===== config.mk =====
export PLATFORM = sky130hd
export DESIGN_NAME = dragon_line_ctrl
export DESIGN_NICKNAME = d
export VERILOG_FILES = /design/src/rtl/dragon_pkg.sv /design/src/rtl/dragon_snoop_dec.sv /design/src/rtl/dragon_req_plan.sv /design/src/rtl/dragon_line_ctrl.sv
export SDC_FILE = /design/constraint.sdc
export NUM_CORES = 1
export LEC_CHECK = 0
export BUFFER_PORTS_ARGS = -buffer_cell sky130_fd_sc_hd__buf_2
export CORE_ASPECT_RATIO = 0.75
export CORE_UTILIZATION = 45
export DETAILED_ROUTE_END_ITERATION = 10
export GPL_ROUTABILITY_DRIVEN = 0
export HOLD_SLACK_MARGIN = 0.06
export SYNTH_ARGS = -nofsm -noshare
export SYNTH_HDL_FRONTEND = slang
export SYNTH_SLANG_ARGS = --single-unit

===== constraint.sdc =====
create_clock -name clk -period 14.95 [get_ports clk]
set_input_delay 2.99 -clock clk [delete_from_list [all_inputs] [get_ports clk]]
set_output_delay 2.99 -clock clk [all_outputs]
set_load 0.02 [all_outputs]

===== src/rtl/dragon_pkg.sv =====
package dragon_pkg;
  typedef enum logic [1:0] {
    ST_EXCL = 2'd0,
    ST_SCLN = 2'd1,
    ST_SOWN = 2'd2,
    ST_MOD  = 2'd3
  } line_st_e;

  localparam logic [1:0] CMD_NONE = 2'd0;
  localparam logic [1:0] CMD_RD   = 2'd1;
  localparam logic [1:0] CMD_UPD  = 2'd2;
  localparam logic [1:0] CMD_WB   = 2'd3;

  typedef enum logic [1:0] {
    F_IDLE = 2'd0,
    F_WB   = 2'd1,
    F_RD   = 2'd2,
    F_UPD  = 2'd3
  } fsm_e;
endpackage


===== src/rtl/dragon_snoop_dec.sv =====
module dragon_snoop_dec
  import dragon_pkg::*;
(
  input  logic       hit,
  input  logic [1:0] cmd,
  input  line_st_e   st,
  output logic       shared,
  output logic       flush,
  output logic       patch,
  output line_st_e   nxt
);
  always_comb begin
    shared = hit && (cmd == CMD_RD || cmd == CMD_UPD);
    flush  = 1'b0;
    patch  = 1'b0;
    nxt    = st;
    if (hit && cmd == CMD_RD) begin
      flush = (st == ST_MOD) || (st == ST_SOWN);
      if (st == ST_EXCL) nxt = ST_SCLN;
      else if (st == ST_MOD) nxt = ST_SOWN;
    end
    if (hit && cmd == CMD_UPD && (st == ST_SCLN || st == ST_SOWN)) begin
      patch = 1'b1;
      nxt   = ST_SCLN;
    end
  end
endmodule


===== src/rtl/dragon_req_plan.sv =====
module dragon_req_plan
  import dragon_pkg::*;
(
  input  logic     hit,
  input  logic     write,
  input  logic     present,
  input  line_st_e st,
  output logic     local_done,
  output logic     go_upd,
  output logic     go_wb,
  output line_st_e hit_nxt
);
  logic dirty;
  assign dirty      = (st == ST_SOWN) || (st == ST_MOD);
  assign local_done = hit && (!write || st == ST_EXCL || st == ST_MOD);
  assign go_upd     = hit && write && (st == ST_SCLN || st == ST_SOWN);
  assign go_wb      = !hit && present && dirty;
  assign hit_nxt    = write ? ST_MOD : st;
endmodule


===== src/rtl/dragon_line_ctrl.sv =====
module dragon_line_ctrl
  import dragon_pkg::*;
#(
  parameter int ADDR_W = 6,
  parameter int LINES  = 4,
  parameter int WORDS  = 4,
  parameter int DATA_W = 16
) (
  input  logic                      clk,
  input  logic                      rst_n,
  input  logic                      cpu_req_valid,
  output logic                      cpu_req_ready,
  input  logic                      cpu_req_write,
  input  logic [ADDR_W-1:0]         cpu_req_addr,
  input  logic [$clog2(WORDS)-1:0]  cpu_req_off,
  input  logic [DATA_W-1:0]         cpu_req_wdata,
  output logic                      cpu_rsp_valid,
  output logic [DATA_W-1:0]         cpu_rsp_data,
  output logic                      bus_req,
  input  logic                      bus_gnt,
  output logic [1:0]                bus_cmd,
  output logic [ADDR_W-1:0]         bus_addr,
  output logic [$clog2(WORDS)-1:0]  bus_off,
  output logic [DATA_W-1:0]         bus_word,
  output logic [WORDS*DATA_W-1:0]   bus_line_out,
  input  logic [WORDS*DATA_W-1:0]   bus_fill,
  input  logic                      bus_shared_in,
  input  logic [1:0]                snp_cmd,
  input  logic [ADDR_W-1:0]         snp_addr,
  input  logic [$clog2(WORDS)-1:0]  snp_off,
  input  logic [DATA_W-1:0]         snp_word,
  output logic                      snp_shared,
  output logic                      snp_flush,
  output logic [WORDS*DATA_W-1:0]   snp_line
);
  localparam int IDX_W  = $clog2(LINES);
  localparam int TAG_W  = ADDR_W - IDX_W;
  localparam int OFF_W  = $clog2(WORDS);
  localparam int LINE_W = WORDS * DATA_W;

  logic [LINES-1:0]                         vld;
  logic [TAG_W-1:0]                         tag_q [LINES];
  line_st_e                                 st_q  [LINES];
  logic [LINES-1:0][WORDS-1:0][DATA_W-1:0]  dat_q;

  fsm_e              fsm;
  logic              q_write, q_from_miss;
  logic [ADDR_W-1:0] q_addr;
  logic [OFF_W-1:0]  q_off;
  logic [DATA_W-1:0] q_wdata;
  logic [IDX_W-1:0]  q_idx;
  assign q_idx = q_addr[IDX_W-1:0];

  // processor-side lookup
  logic [IDX_W-1:0] r_idx;
  logic [TAG_W-1:0] r_tag;
  logic             r_hit;
  assign r_idx = cpu_req_addr[IDX_W-1:0];
  assign r_tag = cpu_req_addr[ADDR_W-1:IDX_W];
  assign r_hit = vld[r_idx] && (tag_q[r_idx] == r_tag);

  logic     p_local, p_upd, p_wb;
  line_st_e p_hit_nxt;
  dragon_req_plan u_plan (
    .hit(r_hit), .write(cpu_req_write), .present(vld[r_idx]), .st(st_q[r_idx]),
    .local_done(p_local), .go_upd(p_upd), .go_wb(p_wb), .hit_nxt(p_hit_nxt)
  );

  // snoop-side lookup
  logic [IDX_W-1:0] s_idx;
  logic             s_hit, s_patch;
  line_st_e         s_nxt;
  assign s_idx = snp_addr[IDX_W-1:0];
  assign s_hit = vld[s_idx] && (tag_q[s_idx] == snp_addr[ADDR_W-1:IDX_W]);

  dragon_snoop_dec u_snp (
    .hit(s_hit), .cmd(snp_cmd), .st(st_q[s_idx]),
    .shared(snp_shared), .flush(snp_flush), .patch(s_patch), .nxt(s_nxt)
  );
  assign snp_line = dat_q[s_idx];

  // bus side
  assign cpu_req_ready = (fsm == F_IDLE);
  assign bus_req       = (fsm != F_IDLE);
  assign bus_off       = q_off;
  assign bus_word      = q_wdata;
  assign bus_line_out  = dat_q[q_idx];

  always_comb begin
    case (fsm)
      F_WB:    bus_cmd = CMD_WB;
      F_RD:    bus_cmd = CMD_RD;
      F_UPD:   bus_cmd = CMD_UPD;
      default: bus_cmd = CMD_NONE;
    endcase
    bus_addr = (fsm == F_WB) ? {tag_q[q_idx], q_idx} : q_addr;
  end

  logic [LINE_W-1:0] fill_m;
  always_comb begin
    fill_m = bus_fill;
    if (q_write) fill_m[q_off*DATA_W +: DATA_W] = q_wdata;
  end

  always_ff @(posedge clk) begin
    if (!rst_n) begin
      vld           <= '0;
      dat_q         <= '0;
      fsm           <= F_IDLE;
      q_write       <= 1'b0;
      q_from_miss   <= 1'b0;
      q_addr        <= '0;
      q_off         <= '0;
      q_wdata       <= '0;
      cpu_rsp_valid <= 1'b0;
      cpu_rsp_data  <= '0;
      for (int i = 0; i < LINES; i++) begin
        tag_q[i] <= '0;
        st_q[i]  <= ST_EXCL;
      end
    end else begin
      cpu_rsp_valid <= 1'b0;
      if (s_hit) begin
        st_q[s_idx] <= s_nxt;
        if (s_patch) dat_q[s_idx][snp_off] <= snp_word;
      end
      case (fsm)
        F_IDLE: if (cpu_req_valid) begin
          q_write     <= cpu_req_write;
          q_addr      <= cpu_req_addr;
          q_off       <= cpu_req_off;
          q_wdata     <= cpu_req_wdata;
          q_from_miss <= 1'b0;
          if (p_local) begin
            cpu_rsp_valid <= 1'b1;
            if (cpu_req_write) begin
              dat_q[r_idx][cpu_req_off] <= cpu_req_wdata;
              st_q[r_idx]               <= p_hit_nxt;
              cpu_rsp_data              <= cpu_req_wdata;
            end else begin
              cpu_rsp_data <= dat_q[r_idx][cpu_req_off];
            end
          end else if (p_upd) begin
            dat_q[r_idx][cpu_req_off] <= cpu_req_wdata;
            fsm                       <= F_UPD;
          end else if (p_wb) begin
            fsm <= F_WB;
          end else begin
            fsm <= F_RD;
          end
        end
        F_WB: if (bus_gnt) begin
          vld[q_idx] <= 1'b0;
          fsm        <= F_RD;
        end
        F_RD: if (bus_gnt) begin
          vld[q_idx]   <= 1'b1;
          tag_q[q_idx] <= q_addr[ADDR_W-1:IDX_W];
          dat_q[q_idx] <= fill_m;
          if (!q_write) begin
            st_q[q_idx]   <= bus_shared_in ? ST_SCLN : ST_EXCL;
            cpu_rsp_valid <= 1'b1;
            cpu_rsp_data  <= bus_fill[q_off*DATA_W +: DATA_W];
            fsm           <= F_IDLE;
          end else if (bus_shared_in) begin
            st_q[q_idx] <= ST_SOWN;
            q_from_miss <= 1'b1;
            fsm         <= F_UPD;
          end else begin
            st_q[q_idx]   <= ST_MOD;
            cpu_rsp_valid <= 1'b1;
            cpu_rsp_data  <= q_wdata;
            fsm           <= F_IDLE;
          end
        end
        F_UPD: if (bus_gnt) begin
          st_q[q_idx]   <= (q_from_miss || bus_shared_in) ? ST_SOWN : ST_MOD;
          cpu_rsp_valid <= 1'b1;
          cpu_rsp_data  <= q_wdata;
          fsm           <= F_IDLE;
        end
        default: fsm <= F_IDLE;
      endcase
    end
  end
endmodule


# Word level (Yosys, flattened, before mapping)

Memory sizes are Yosys's and may differ from the RTL's. A register that Yosys moved wholly into a read port is not among the register bits.
Cells that the tools add are included.

Bits in registers: 305
RAM bits: 24
Memories: 2

Memories:

| name  | depth | bits a word | read ports | clocked after memory_dff | write ports | RTL line               | RTL |
|---|---|---|---|---|---|---|---|
| tag_q | 4     | 4           | 3          | 1                        | 4           | dragon_line_ctrl.sv:42 | `logic [TAG_W-1:0] tag_q [LINES];` |
| st_q  | 4     | 2           | 2          | 0                        | 4           | dragon_line_ctrl.sv:43 | `line_st_e st_q [LINES];` |

$add $sub $neg: 1
Magnitude comparators: 10
Eq/ne operators: 22
Shifts and indexed selects: 3
Mux-type cells: 131
Bitwise logic cells: 6
Reduce and logical (&&, ||, !) cells: 42

Operator list:

| kind                     | count |
|---|---|
| $mux 256                 | 8 |
| $bwmux 256               | 3 |
| $pmux 256 s2             | 1 |
| $mux 64                  | 7 |
| $bmux 64 s2              | 3 |
| $demux 64 s2             | 3 |
| $mux 16                  | 10 |
| $bwmux 64                | 1 |
| $demux 16 s2             | 2 |
| $shift 16x34->64 const A | 1 |
| $shiftx 16x34->64        | 1 |
| $shiftx 64x7->16         | 1 |
| $mux 1                   | 53 |
| $mux 2                   | 26 |
| $pmux 16 s3              | 1 |
| $neg 6->34               | 1 |
| $bmux 16 s2              | 1 |
| $logic_and 1x1->1        | 16 |
| $lt 2x3->1 const B       | 5 |
| $eq 2x2->1 const B       | 7 |
| $ne 2x2->1 const B       | 7 |
| $mux 4                   | 3 |
| $ge 2x1->1 const B       | 5 |
| $reduce_and 5->1         | 2 |
| 26 further kinds         | 47 |

# Logic depth before layout (Yosys ltp)

Word-level depth: 15
Gate-level depth with buffers: 14
Depth with buffers taken out: 10

# Cells and area by module

Synthesis repeated with hierarchy kept, for this count alone.

Cell total of the unflattened synthesis: 2967
Area total of the unflattened synthesis: 26379.0 µm²

Modules (own cells, without submodules):

| module           | times used | cells an instance | area each (µm²) | seq. area each (µm²) |
|---|---|---|---|---|
| dragon_line_ctrl | 1          | 2939              | 26157.6         | 6866.6 |
| dragon_snoop_dec | 1          | 16                | 137.6           | 0.0 |
| dragon_req_plan  | 1          | 12                | 83.8            | 0.0 |

# Least setup slack after synthesis

OpenSTA, ideal clock, no wires.

Path type: input -> output
Start point: input snp_addr[0]
End point: output snp_line[29]
Arrival: 4957 ps
Required time: 11960 ps
Setup slack: 7003 ps
Stages: 5
Cell sequence: buf_6 -> buf_6 -> buf_1 -> buf_1 -> mux4_2

Cells in the longest elaborated chain, start to end: 2

RTL lines:

| what                          | RTL line               | RTL |
|---|---|---|
| start, declared               | dragon_line_ctrl.sv:29 | `input logic [ADDR_W-1:0] snp_addr,` |
| $bmux 64 s2                   | dragon_line_ctrl.sv:80 | `assign snp_line = dat_q[s_idx];` |
| $mux 64 (not written as such) | dragon_line_ctrl.sv:80 |  |
| end, declared                 | dragon_line_ctrl.sv:34 | `output logic [WORDS*DATA_W-1:0] snp_line` |

No other way between the ends. The select of a mux whose other input is x is not followed.

# Worst setup path in the final report

Start point: input snp_addr[0]
End point: output snp_flush

Cells in the longest elaborated chain, start to end: 5
Elaborated cells on any way between the ends: 11

RTL lines:

| what                                             | RTL line               | RTL |
|---|---|---|
| $mem_v2 4x4 / $bmux 1 s2 (equally long branches) | -                      |  |
| $eq 4x4->1 / $mux 1 (equally long branches)      | dragon_line_ctrl.sv:74 | `assign s_hit = vld[s_idx] && (tag_q[s_idx] == snp_addr[ADDR_W-1:IDX_W]);` |
| $logic_and 1x1->1                                | dragon_line_ctrl.sv:74 |  |
| $logic_and 1x1->1                                | dragon_snoop_dec.sv:17 | `if (hit && cmd == CMD_RD) begin` |
| $mux 1 *                                         | dragon_snoop_dec.sv:17 |  |
| end, declared                                    | dragon_line_ctrl.sv:33 | `output logic snp_flush,` |

Mark *: on every way between the ends. The rest lies on a longest branch, timed or not. The select of a mux whose other input is x is not followed.

==> impl_metrics.json <==
{
  "total_power_mw": 2.84,
  "pwr_density_cell_nw_per_um2": 110,
  "tritoncts": "built",
  "drt_iter0_drc": 3364,
  "rsz0062_at_grt": "no",
  "worst_path_most_repeated_cell": "buf_4",
  "reg2reg_depth": 8,
  "ir_drop_mv": 0.123,
  "drc_errors": 0,
  "drive_gt1_frac": 0.297,
  "wire_per_inst_um": 33.9,
  "grt_max_degree": 74,
  "cts_resized": 0,
  "cts_sinks": 331,
  "cts.path.max_buffers": 3,
  "dp_slack_ns": 6.29,
  "regArea_um2": 6870,
  "synth_area_um2": 22800,
  "cts_root_buf": "clkbuf_16",
  "critPathCaptureType": "primary output",
  "max_freq_mhz": 116,
  "dr.pass1.iters": 8,
  "cts-htree-levels": 2,
  "status": "complete, no violations",
  "critPathLaunchType": "primary input",
  "clock_latency_ns": 0.56,
  "ys.flop_type": "dfxtp_1",
  "synthDominantCellAreaShare": 0.269,
  "fin_setup_tns_ns": 0,
  "yosysWarnings": 0,
  "synth_cell_types": 56,
  "required_ns": 11.96,
  "grt-ovfl-total": 0,
  "fillers": 4510,
  "cpPeakStageDelay_ns": 0.69,
  "nNetsFinal": 2475,
  "io_buffers": 294,
  "initial_utilization": 0.455,
  "yosysMostFrequentCell": "nand2_1",
  "grt_pass1_vias": 20200,
  "areaGrowthSynthToFinish_pct": 13.0,
  "fin_crit_sh": 0.575,
  "finalSetupViolations": 0,
  "drt-total-wl_um": 103000,
  "fin_ws_ns": 6.35,
  "syn_nets": 2313,
  "arrival_ns": 5.61,
  "multiInputGateArea_um2": 14900,
  "final_hold_viol_count": 0,
  "path_clk_slew_ns": 0.06,
  "path_max_fanout": 42,
  "path_cells": "buf_4 -> buf_4 -> mux4_2 -> ha_1 -> o21ai_0 -> nor2_1 -> buf_2",
  "reg2reg_slack_ns": 10.34,
  "vias_per_cell": 7.25,
  "yosysSeqAreaShare": 0.301,
  "grt_pass1_wl_um": 145000,
  "fp.dieArea_um2": 51600,
  "vias": 21900,
  "numCtsBuffers": 38,
  "io_pins": 295,
  "coreArea_um2": 50100,
  "syn_inst": 2176,
  "ant_nets": 0,
  "die_h_um": 197,
  "p_leak_nw": 8.87,
  "slew_headroom": 0.158,
  "synth_common_cells": "nand2_1 (439), dfxtp_1 (307), mux2i_1 (264)",
  "holdWs_ns": 0.487,
  "synth.area.top_cells": "dfxtp_1 (27%), mux4_2 (22%), mux2i_1 (12%), o221ai_1 (9.3%), nand2_1 (7.2%)",
  "antenna_found_initial": 5,
  "cap_violations": 0,
  "tightestPinTransition_ns": 1.26,
  "holdPathStages": 2,
  "slowest_stage": "buf_4",
  "dp_hpwl_um": 71000,
  "yosysTopAreaCell": "dfxtp_1",
  "report.final.slew_viol_count": 0,
  "postCtsSetupBuffers": 0,
  "die_x_um": 262,
  "fin_skew_ns": 0.00995,
  "synth_edf_count": 24,
  "synth-seq-cells": 331,
  "hold_path.class": "register to register",
  "grt.total_usage": 0.389,
  "worstSetupPathType": "primary input to primary output",
  "avgSynthCellArea_um2": 10.5,
  "rows": 71,
  "period_needed_ns": 8.60,
  "postCtsHoldBufs": 0,
  "synth-async-reset-ratio": 0
}
==> cell families after synthesis <==
family          share of synthesized area
fa+ha+maj                         0.00932
flops                               0.301
mux                                 0.337
simple gates                        0.110
compound gates                      0.191
buf+inv                            0.0471
xor+xnor                          0.00455
==> path summary, 6_finish.rpt <==
path                     startpoint                endpoint
min          q_addr[4]$_SDFFE_PN0P_  q_addr[4]$_SDFFE_PN0P_
max reg2reg   tag_q[3][0]$_DFFE_PP_    dat_q[83]$_SDFF_PN0_
max                     snp_addr[0]               snp_flush
min reg2reg  q_addr[4]$_SDFFE_PN0P_  q_addr[4]$_SDFFE_PN0P_
==> where the power goes <==
group,switching (mW),internal [mW],total (mW)
registers,0.0950,0.961,1.06
clock network,0.402,0.555,0.958
logic,0.539,0.285,0.824
==> placed cells by master (no fill, tap or decap), types with 12 or more instances in the layout <==
cell         n
a211oi_1    16
a21boi_0    32
a21oi_1     44
a22o_1      66
a22oi_1     32
buf_2      290
buf_4       52
clkbuf_16   39
clkbuf_8    12
dfxtp_1    305
edfxtp_1    24
ha_1        17
inv_1       19
mux2i_1    264
mux4_2     222
nand2_1    437
nor2_1      34
o21ai_0     49
o21ai_2     12
o221ai_1   241
o221ai_2    14
==> worst max-delay path, delay by kind of cell <==
family	cells	cell delay (ns)
buf+inv	3	1.48
mux	1	0.66
fa+ha+maj	1	0.24
compound gates	1	0.15
simple gates	1	0.06
==> state kept, by name, indices dropped and copies added, names as in the netlist, named ones only <==
name / flops
dat_q: 256
q_from_miss: 1
bus_off: 2
tag_q: 16
st_q: 8
bus_word: 16
q_write: 1
fsm: 2
cpu_rsp_valid: 1
cpu_rsp_data: 16
q_addr: 6
==> layout make-up <==
type / count / share of cell area
multi-input cells: 1606 / 0.579
flip-flops and latches: 331 / 0.267
repair buffers: 342 / 0.0714
clock buffers: 60 / 0.0456
well taps: 657 / 0.0319
inverters: 19 / 0.00277
clock inverters: 7 / 0.00247
diodes: 3 / 0.000291
==> per-layer routing <==
layer	track usage	share of wire	up-vias
li1	-	-	8956
met1	0.547	0.40	10900
met2	0.513	0.39	1820
met3	0.193	0.17	269
met4	0.121	0.035	2
met5	0	0.00013	-
==> metrics by stage <==
step,instance area [µm²],std cells,utilization
detailed placement,24500,2955,0.490
CTS,25800,3022,0.515
global route,25800,3024,0.515
floorplan,22800,2176,-
global placement,24500,2955,0.490
finish,25800,3025,0.515
(Power assumes the default switching activity.)
